$ cat src/rtl/ppp_codec_pkg.sv
package ppp_codec_pkg;
  localparam int BYTE_W = 8;
  localparam int MAP_W  = 32;
  localparam logic [BYTE_W-1:0] FLAG_OCTET = 8'h7E;
  localparam logic [BYTE_W-1:0] ESC_OCTET  = 8'h7D;
  localparam logic [BYTE_W-1:0] XOR_MASK   = 8'h20;

  typedef enum logic [1:0] {TX_IDLE, TX_DATA, TX_ESC, TX_CLOSE} tx_state_e;

  function automatic logic is_mapped(input logic [BYTE_W-1:0] b,
                                     input logic [MAP_W-1:0] map);
    return (b < BYTE_W'(MAP_W)) && map[b[$clog2(MAP_W)-1:0]];
  endfunction
endpackage

$ cat src/rtl/ppp_tx_escaper.sv
module ppp_tx_escaper
  import ppp_codec_pkg::*;
(
  input  logic              clk_i,
  input  logic              rst_ni,
  input  logic [MAP_W-1:0]  map_i,
  input  logic              idle_flags_i,
  input  logic [BYTE_W-1:0] data_i,
  input  logic              valid_i,
  input  logic              last_i,
  output logic              ready_o,
  output logic [BYTE_W-1:0] line_data_o,
  output logic              line_valid_o
);
  tx_state_e         state_q, state_d;
  logic [BYTE_W-1:0] hold_q, hold_d;
  logic              hold_last_q, hold_last_d;
  logic [BYTE_W-1:0] out_d;
  logic              out_v_d;
  logic              need_esc;

  assign need_esc = (data_i == FLAG_OCTET) || (data_i == ESC_OCTET) || is_mapped(data_i, map_i);
  assign ready_o  = (state_q == TX_DATA);

  always_comb begin
    state_d     = state_q;
    hold_d      = hold_q;
    hold_last_d = hold_last_q;
    out_d       = FLAG_OCTET;
    out_v_d     = 1'b0;
    unique case (state_q)
      TX_IDLE: begin
        if (valid_i) begin
          out_v_d = 1'b1;
          state_d = TX_DATA;
        end else if (idle_flags_i) begin
          out_v_d = 1'b1;
        end
      end
      TX_DATA: begin
        if (valid_i) begin
          out_v_d = 1'b1;
          if (need_esc) begin
            out_d       = ESC_OCTET;
            hold_d      = data_i ^ XOR_MASK;
            hold_last_d = last_i;
            state_d     = TX_ESC;
          end else begin
            out_d   = data_i;
            state_d = last_i ? TX_CLOSE : TX_DATA;
          end
        end
      end
      TX_ESC: begin
        out_v_d = 1'b1;
        out_d   = hold_q;
        state_d = hold_last_q ? TX_CLOSE : TX_DATA;
      end
      default: begin
        out_v_d = 1'b1;
        state_d = TX_IDLE;
      end
    endcase
  end

  always_ff @(posedge clk_i or negedge rst_ni) begin
    if (!rst_ni) begin
      state_q      <= TX_IDLE;
      hold_q       <= '0;
      hold_last_q  <= 1'b0;
      line_data_o  <= '0;
      line_valid_o <= 1'b0;
    end else begin
      state_q      <= state_d;
      hold_q       <= hold_d;
      hold_last_q  <= hold_last_d;
      line_data_o  <= out_d;
      line_valid_o <= out_v_d;
    end
  end

  assert_stall_after_escape_R4: assert property (@(posedge clk_i) disable iff (!rst_ni)
    (ready_o && valid_i && need_esc) |=> !ready_o);

  assert_escape_pair_R2: assert property (@(posedge clk_i) disable iff (!rst_ni)
    (line_valid_o && line_data_o == ESC_OCTET) |=>
      (line_valid_o && line_data_o != FLAG_OCTET && line_data_o != ESC_OCTET));

  assert_no_raw_mapped_R3: assert property (@(posedge clk_i) disable iff (!rst_ni)
    (line_valid_o && line_data_o < 8'h20) |-> !is_mapped(line_data_o, $past(map_i)));
endmodule

$ cat src/rtl/ppp_rx_unescaper.sv
module ppp_rx_unescaper
  import ppp_codec_pkg::*;
(
  input  logic              clk_i,
  input  logic              rst_ni,
  input  logic [MAP_W-1:0]  map_i,
  input  logic [BYTE_W-1:0] line_data_i,
  input  logic              line_valid_i,
  output logic [BYTE_W-1:0] data_o,
  output logic              valid_o,
  output logic              last_o,
  output logic              abort_o
);
  logic              esc_q, esc_d;
  logic [BYTE_W-1:0] held_q, held_d;
  logic              held_v_q, held_v_d;
  logic [BYTE_W-1:0] od;
  logic              ov, ol, oa;
  logic              push;
  logic [BYTE_W-1:0] push_byte;

  always_comb begin
    esc_d     = esc_q;
    push      = 1'b0;
    push_byte = line_data_i;
    ov        = 1'b0;
    ol        = 1'b0;
    oa        = 1'b0;
    od        = held_q;
    if (line_valid_i) begin
      if (line_data_i == FLAG_OCTET) begin
        ov    = held_v_q;
        ol    = held_v_q;
        oa    = esc_q;
        esc_d = 1'b0;
      end else if (esc_q) begin
        esc_d     = 1'b0;
        push      = 1'b1;
        push_byte = line_data_i ^ XOR_MASK;
      end else if (line_data_i == ESC_OCTET) begin
        esc_d = 1'b1;
      end else if (!is_mapped(line_data_i, map_i)) begin
        push = 1'b1;
      end
    end
    // one-byte holdback lets the closing flag tag the final byte
    held_d   = held_q;
    held_v_d = held_v_q;
    if (push) begin
      ov       = held_v_q;
      held_d   = push_byte;
      held_v_d = 1'b1;
    end else if (line_valid_i && line_data_i == FLAG_OCTET) begin
      held_v_d = 1'b0;
    end
  end

  always_ff @(posedge clk_i or negedge rst_ni) begin
    if (!rst_ni) begin
      esc_q    <= 1'b0;
      held_q   <= '0;
      held_v_q <= 1'b0;
      data_o   <= '0;
      valid_o  <= 1'b0;
      last_o   <= 1'b0;
      abort_o  <= 1'b0;
    end else begin
      esc_q    <= esc_d;
      held_q   <= held_d;
      held_v_q <= held_v_d;
      data_o   <= od;
      valid_o  <= ov;
      last_o   <= ol;
      abort_o  <= oa;
    end
  end

  assert_abort_on_flag_R8: assert property (@(posedge clk_i) disable iff (!rst_ni)
    abort_o |-> $past(line_valid_i && line_data_i == FLAG_OCTET));

  assert_last_on_flag_R6: assert property (@(posedge clk_i) disable iff (!rst_ni)
    last_o |-> (valid_o && $past(line_valid_i && line_data_i == FLAG_OCTET)));

  assert_drop_mapped_R7: assert property (@(posedge clk_i) disable iff (!rst_ni)
    (line_valid_i && !esc_q && is_mapped(line_data_i, map_i)) |=> !valid_o);
endmodule

$ cat src/rtl/ppp_octet_codec.sv
module ppp_octet_codec
  import ppp_codec_pkg::*;
(
  input  logic        clk_i,
  input  logic        rst_ni,
  input  logic [31:0] tx_accm_i,
  input  logic [31:0] rx_accm_i,
  input  logic        idle_flags_i,
  input  logic [7:0]  tx_data_i,
  input  logic        tx_valid_i,
  input  logic        tx_last_i,
  output logic        tx_ready_o,
  output logic [7:0]  line_tx_data_o,
  output logic        line_tx_valid_o,
  input  logic [7:0]  line_rx_data_i,
  input  logic        line_rx_valid_i,
  output logic [7:0]  rx_data_o,
  output logic        rx_valid_o,
  output logic        rx_last_o,
  output logic        rx_abort_o
);
  ppp_tx_escaper u_tx (
    .clk_i        (clk_i),
    .rst_ni       (rst_ni),
    .map_i        (tx_accm_i),
    .idle_flags_i (idle_flags_i),
    .data_i       (tx_data_i),
    .valid_i      (tx_valid_i),
    .last_i       (tx_last_i),
    .ready_o      (tx_ready_o),
    .line_data_o  (line_tx_data_o),
    .line_valid_o (line_tx_valid_o)
  );

  ppp_rx_unescaper u_rx (
    .clk_i        (clk_i),
    .rst_ni       (rst_ni),
    .map_i        (rx_accm_i),
    .line_data_i  (line_rx_data_i),
    .line_valid_i (line_rx_valid_i),
    .data_o       (rx_data_o),
    .valid_o      (rx_valid_o),
    .last_o       (rx_last_o),
    .abort_o      (rx_abort_o)
  );
endmodule

$ cat config.mk
export PLATFORM = sky130hd
export DESIGN_NAME = ppp_octet_codec
export DESIGN_NICKNAME = d
export VERILOG_FILES = /design/src/rtl/ppp_codec_pkg.sv /design/src/rtl/ppp_tx_escaper.sv /design/src/rtl/ppp_rx_unescaper.sv /design/src/rtl/ppp_octet_codec.sv
export SDC_FILE = /design/constraint.sdc
export NUM_CORES = 1
export LEC_CHECK = 0
export CORE_MARGIN = 2
export CORE_UTILIZATION = 40
export CTS_BUF_LIST = sky130_fd_sc_hd__clkbuf_8
export DETAILED_ROUTE_END_ITERATION = 10
export PLACE_DENSITY = 0.84
export SLEW_MARGIN = 40
export SYNTH_ARGS = -nofsm -noshare
export SYNTH_HDL_FRONTEND = slang
export SYNTH_SLANG_ARGS = --single-unit
$ cat constraint.sdc
create_clock -name clk_i -period 1.71 [get_ports clk_i]
set_clock_uncertainty 0.2 [all_clocks]
set_input_delay 0.171 -clock clk_i [delete_from_list [all_inputs] [get_ports clk_i]]
set_output_delay 0.171 -clock clk_i [all_outputs]
set_load 0.01 [all_outputs]
Yosys cells after proc, flatten, opt, wreduce, memory -nomap -nowiden:

Cells that the tools add are included.

* bits in registers: 41
* input bits: 86
* output and inout port bits: 21
* word-level logic and storage cells: 70

* order comparisons: 4
* equality and inequality tests: 8
* multiplexer cells: 35
* bitwise operators: 2
* reduce and logical (&&, ||, !) cells: 9

Operators with widths (number)
* $eq A8 B7 Y1 const B: 4
* $mux W1: 20
* $mux W6: 3
* $lt A8 B6 Y1 const B: 2
* $mux W8: 2
* $pmux W8 S2: 1
* $lt A5 B6 Y1 const B: 2
* $bmux W1 S5: 2
* $mux W2: 5
* $pmux W2 S3: 1
* $ne A2 B2 Y1 const B: 2
* $logic_and A1 B1 Y1: 3
* $reduce_and A3 Y1: 1
* $eq A2 B1 Y1 const B: 1
* $eq A2 B2 Y1 const B: 1
* $logic_not A2 Y1: 1
* $logic_or A1 B1 Y1: 2
* $not A1 Y1: 2
* $pmux W1 S2: 1
* $reduce_and A2 Y1: 1
* $reduce_bool A2 Y1: 1

Logic depth before layout (Yosys ltp):

* depth after elaboration: 9
* gate-level depth with buffers: 8
* gate-level depth less buffers: 7

Hierarchy:

From an unflattened synthesis, not the netlist that was laid out.

* cells, all modules: 244
* area, all modules: 2681.3 um^2

By module, submodules not included
* ppp_tx_escaper: times used 1, cells an instance 153, area each 1492.7 um^2, seq. area each 500.5 um^2
* ppp_rx_unescaper: times used 1, cells an instance 91, area each 1188.6 um^2, seq. area each 525.5 um^2

Least setup slack after synthesis:

No wires, ideal clock.

* path type: input to register
* start: in line_rx_data_i[2]
* end: reg u_rx.held_q[0]
* setup time: 125 ps
* arrival: 1920 ps
* required time: 1385 ps
* path slack: -535 ps
* cell stages on the path: 8
* buffers on the path: 3
* path through: clkbuf_1 buf_6 mux2_2 a221oi_1 nand4_1 o311a_1 buf_4 mux2_4

* word-level cells in the longest chain between the ends: 8
* elaborated cells between the ends (all ways): 13
* those cells by class: order compare (1); eq/ne (2); mux (9); reduce/logical (1)

RTL lines
* start: declaration: RTL line ppp_octet_codec.sv:15 `input logic [7:0] line_rx_data_i,`
* $bmux W1 S5: RTL line ppp_codec_pkg.sv:12 `return (b < BYTE_W'(MAP_W)) && map[b[$clog2(MAP_W)-1:0]];`
* $mux W1 (not written as such): RTL line ppp_codec_pkg.sv:12
* $logic_and A1 B1 Y1: RTL line ppp_codec_pkg.sv:12
* $mux W1: RTL line ppp_rx_unescaper.sv:42 `end else if (!is_mapped(line_data_i, map_i)) begin`
* $mux W1: RTL line ppp_rx_unescaper.sv:40 `end else if (line_data_i == ESC_OCTET) begin`
* $mux W1: RTL line ppp_rx_unescaper.sv:36 `end else if (esc_q) begin`
* $mux W1: RTL line ppp_rx_unescaper.sv:31 `if (line_data_i == FLAG_OCTET) begin`
* $mux W1: RTL line ppp_rx_unescaper.sv:30 `if (line_valid_i) begin`
* end signal: assignment: RTL line ppp_rx_unescaper.sv:69 `held_q <= held_d;`
* end: declaration: RTL line ppp_rx_unescaper.sv:15 `logic [BYTE_W-1:0] held_q, held_d;`

Several ways; a longest one is shown, not always the timed one. The select of a mux whose other input is x is not followed.
A chain may end at the register's enable or synchronous reset.

Final worst setup path:

* start: in tx_data_i[1]
* end: reg u_tx.hold_q[0]

* word-level cells in the longest chain between the ends: 5
* elaborated cells between the ends (all ways): 9
* those cells by class: order compare (1); eq/ne (2); mux (2); reduce/logical (4)

RTL lines
* start: declaration: RTL line ppp_octet_codec.sv:9 `input logic [7:0] tx_data_i,`
* $bmux W1 S5: RTL line ppp_codec_pkg.sv:12
* $mux W1 (not written as such): RTL line ppp_codec_pkg.sv:12
* $logic_and A1 B1 Y1: RTL line ppp_codec_pkg.sv:12
* $logic_or A1 B1 Y1 *: RTL line ppp_tx_escaper.sv:22 `assign need_esc = (data_i == FLAG_OCTET) || (data_i == ESC_OCTET) || is_mapped(data_i, map_i);`
* $reduce_and A3 Y1 (no source line) *
* end signal: assignment: RTL line ppp_tx_escaper.sv:75 `hold_q <= hold_d;`
* end: declaration: RTL line ppp_tx_escaper.sv:16 `logic [BYTE_W-1:0] hold_q, hold_d;`

Mark *: on every way between the ends. The rest lies on a longest branch, timed or not. The select of a mux whose other input is x is not followed.

==> impl_metrics.py <==
metrics = {
    "sta": {
        "tightest_slew_ns": 0.588,
        "setup_viol": 26,
        "max_slew_margin_pct": 60.8,
        "slew_violations": 0,
        "fmax_mhz": 476,
        "fin_crit_sh_pct": 123,
        "fin_ws_ns": -0.390,
        "fin_crit_ns": 2.10,
        "finalHoldViolations": 0,
        "rsz0062_at_grt": "true",
    },
    "clock_network": {
        "htree_levels": 2,
        "clkSlewWorstSetupHoldPaths_ns": 0.08,
        "cts_buffers": 5,
        "cts.path.max_buffers": 2,
        "clk_latency_ns": 0.30,
        "clkSinkCount": 41,
        "clock-root-buffer": "clkbuf_8",
        "cts_tree": "done",
    },
    "floorplanning": {
        "fp.dieW_um": 83.3,
        "core_area_um2": 5990,
        "io_pins": 107,
        "dieArea_um2": 6930,
        "floorplan.initialDensity_pct": 42.0,
        "rows": 28,
        "die_h_um": 83.3,
    },
    "logic_synthesis": {
        "synth_edf_count": 0,
        "ys_ff_latch": 41,
        "synth_ff_type": "dfrtp_1",
        "yosys_warnings": 0,
        "synth_top_family_by_area": "multiplexers",
        "synth_simple_gate_area_share_pct": 14.2,
        "syn-instance-count": 227,
        "synth_xor_area_share_pct": 0.697,
        "syn_nets": 317,
        "synth_mux_area_share_pct": 21.5,
        "yosys.area.top_type": "dfrtp_1",
        "syn-cell-area_um2": 2510,
        "syn_avg_cell_area_um2": 11.1,
        "async_flop_share_pct": 100,
        "synthTopCellsByArea": "dfrtp_1 (41%), mux2_2 (7.6%), mux4_2 (6.3%), mux2_4 (4.8%), mux2i_1 (2.8%)",
        "synthAdderAreaFrac_pct": 1.99,
        "synth_top_area_share_pct": 40.8,
        "synth_compound_area_share_pct": 15.6,
        "yosysSeqAreaShare_pct": 40.8,
        "synth_cell_types": 58,
    },
    "place": {
        "dpl.hpwl_um": 5570,
        "placed_cells": 446,
        "detailed_place.area_um2": 3990,
        "gp_routability_congestion": 0.874,
        "numPortBuffers": 106,
    },
    "setup_path": {
        "cp_data_required_time_ns": 1.70,
        "critPathMaxFanout": 8,
        "crit_type": "input pin to register",
        "critPathLaunchType": "input pin",
        "end_kind": "register",
        "rrSetupSlack_ns": -0.17,
        "cp.arrival_ns": 2.08,
    },
    "final_layout": {
        "stdcell_count": 482,
        "insertedDiodeCount": 0,
        "nNetsFinal": 496,
        "areaGrowthSynthToFinish_pct": 91.7,
        "drive_above_1_share_pct": 44.7,
        "post-route-util_pct": 80.5,
        "fillers": 330,
        "fin_area_um2": 4820,
    },
    "detailed_routing": {
        "ant_nets": 0,
        "detail_route.wl_per_cell_um": 21.6,
        "drc": 0,
        "detail_route.first_pass.iterations": 6,
        "drtIter0Drc": 369,
        "num_vias": 2895,
        "routed_wirelength_um": 10400,
        "via_per_inst": 6.01,
    },
    "pwr": {
        "ir_drop_uv": 1060,
        "powerDensity_nw_per_um2": 912,
        "leakage_nw": 2.23,
    },
    "grt": {
        "grt_antenna_before_repair": 0,
        "grt_pass1_vias": 2914,
        "grt_first_pass_wirelength_um": 14000,
        "grt_max_degree": 28,
        "grt.total_usage_pct": 25.5,
        "grt_overflow_total": 0,
    },
    "run_status": {
        "violations": "setup timing",
        "status": "finished, violations left",
    },
    "min_path": {
        "min_path_type": "input pin to register",
    },
    "run": {
        "cap_violations": 0,
    },
}
[power by group]
group	switching (W)	internal (W)	leakage, nW
combinational	0.00103	0.00119	1.68
sequential	0.000152	0.00123	0.490
clock	0.000360	0.000437	0.0585
total	0.00154	0.00285	2.23
[routing by layer]
layer / track usage, % / vias to the layer above / wire length [µm]
met3: 5.96 / 76 / 935
met4: 11.3 / 0 / 802
li1: - / 1209 / -
met5: 0 / - / 0
met1: 26.3 / 1379 / 3330
met2: 48.4 / 231 / 5320
[critical path, stage by stage]
cell      delay [ns]
buf_8           0.09
buf_12          0.12
buf_6           0.10
mux4_2          0.55
mux2i_4         0.25
o221ai_4        0.18
o311ai_4        0.10
buf_6           0.19
mux2_4          0.31
[sequential cells by signal, summed over array words and instances (netlist names)]
signal / cells
u_rx.data_o: 8
u_rx.held_q: 8
u_tx.hold_q: 8
u_tx.line_data_o: 8
u_tx.state_q: 2
u_rx.abort_o: 1
u_rx.esc_q: 1
u_rx.held_v_q: 1
u_rx.last_o: 1
u_rx.valid_o: 1
u_tx.hold_last_q: 1
u_tx.line_valid_o: 1
[cells in the final DEF (no fill, tap or decap), types with 6 or more instances in the layout]
master and count:
clkdlybuf4s50_1 34, dlymetal6s2s_1 9, buf_6 16, a21oi_2 6, inv_1 7, nand2_1 15, nor2_1 11, buf_4 62
mux4_2 7, clkdlybuf4s15_1 6, dfrtp_1 41, dlygate4sd2_1 49, mux2_4 22
[stage by stage]
step | total power (W) | setup slack (ns) | hold slack [ns] | setup TNS, ns
finish | 0.00440 | -0.390 | 0.0523 | -6.05
global route | 0.00455 | -0.438 | 0.0576 | -7.25
CTS | 0.00406 | -0.316 | 0.117 | -4.96
detailed placement | 0.00302 | -1.05 | 0.00729 | -26.75
global placement | 0.00296 | -0.999 | -0.00777 | -25.44
floorplan | 0.00218 | -0.491 | -0.325 | -8.37
[worst paths after layout]
path | from | endpoint | cells past startpoint
worst max-delay path | tx_data_i[1] | u_tx.hold_q[0] | 9
worst min register to register | u_rx.held_q[2] | u_rx.data_o[2] | 0
max in group asynchronous | rst_ni | u_rx.data_o[6] | 3
min in group asynchronous | rst_ni | u_tx.line_data_o[4] | 2
worst max register to register | u_tx.state_q[0] | u_tx.line_data_o[3] | 7
worst min-delay path | tx_data_i[1] | u_tx.hold_q[1] | 3
[synthesized netlist by cell type (all sizes together) (2+ instances only)]
master,number
nor2b,6
o21ai,4
nand4,2
nand2b,5
o41ai,2
ha,4
o31ai,3
o221ai,2
o31a,2
buf,10
nand2,15
a2111oi,2
mux2i,7
and3,2
mux2,25
o22ai,3
nand3,6
a21oi,8
nor2,11
a221o,3
a22oi,3
inv,7
and2,3
o311a,2
nand3b,2
nor3,11
dfrtp,41
clkbuf,6
mux4,7
o311ai,2
[kinds of logic (layout without fill, tap and decap cells)]
group,after synthesis,count (layout)
AO/OA/AOI/OAI,49,49
XOR/XNOR,2,2
adder cells (fa/ha/maj),4,4
buffers and inverters,23,203
flip-flops,41,41
multiplexers,39,39
AND/OR/NAND/NOR,69,69
[final cells by class]
class	count	area, µm²	area share [%]
Clock inverter	3	43.8	0.909
Tap cell	75	93.8	1.95
Inverter	7	26.3	0.545
Clock buffer	5	68.8	1.43
Timing Repair Buffer	188	1740	36.1
Multi-Input combinational cell	163	1820	37.7
Sequential cell	41	1030	21.3
[repair_timing]
item	4_1_cts	5_1_grt
endpoints found under the hold margin	25	0
setup buffers	17	13
gates cloned	2	0
pin swaps	29	22
setup endpoints to repair	30	29
resized for setup	149	62
hold buffers	1	0
Power figures use the tool's default switching activity.
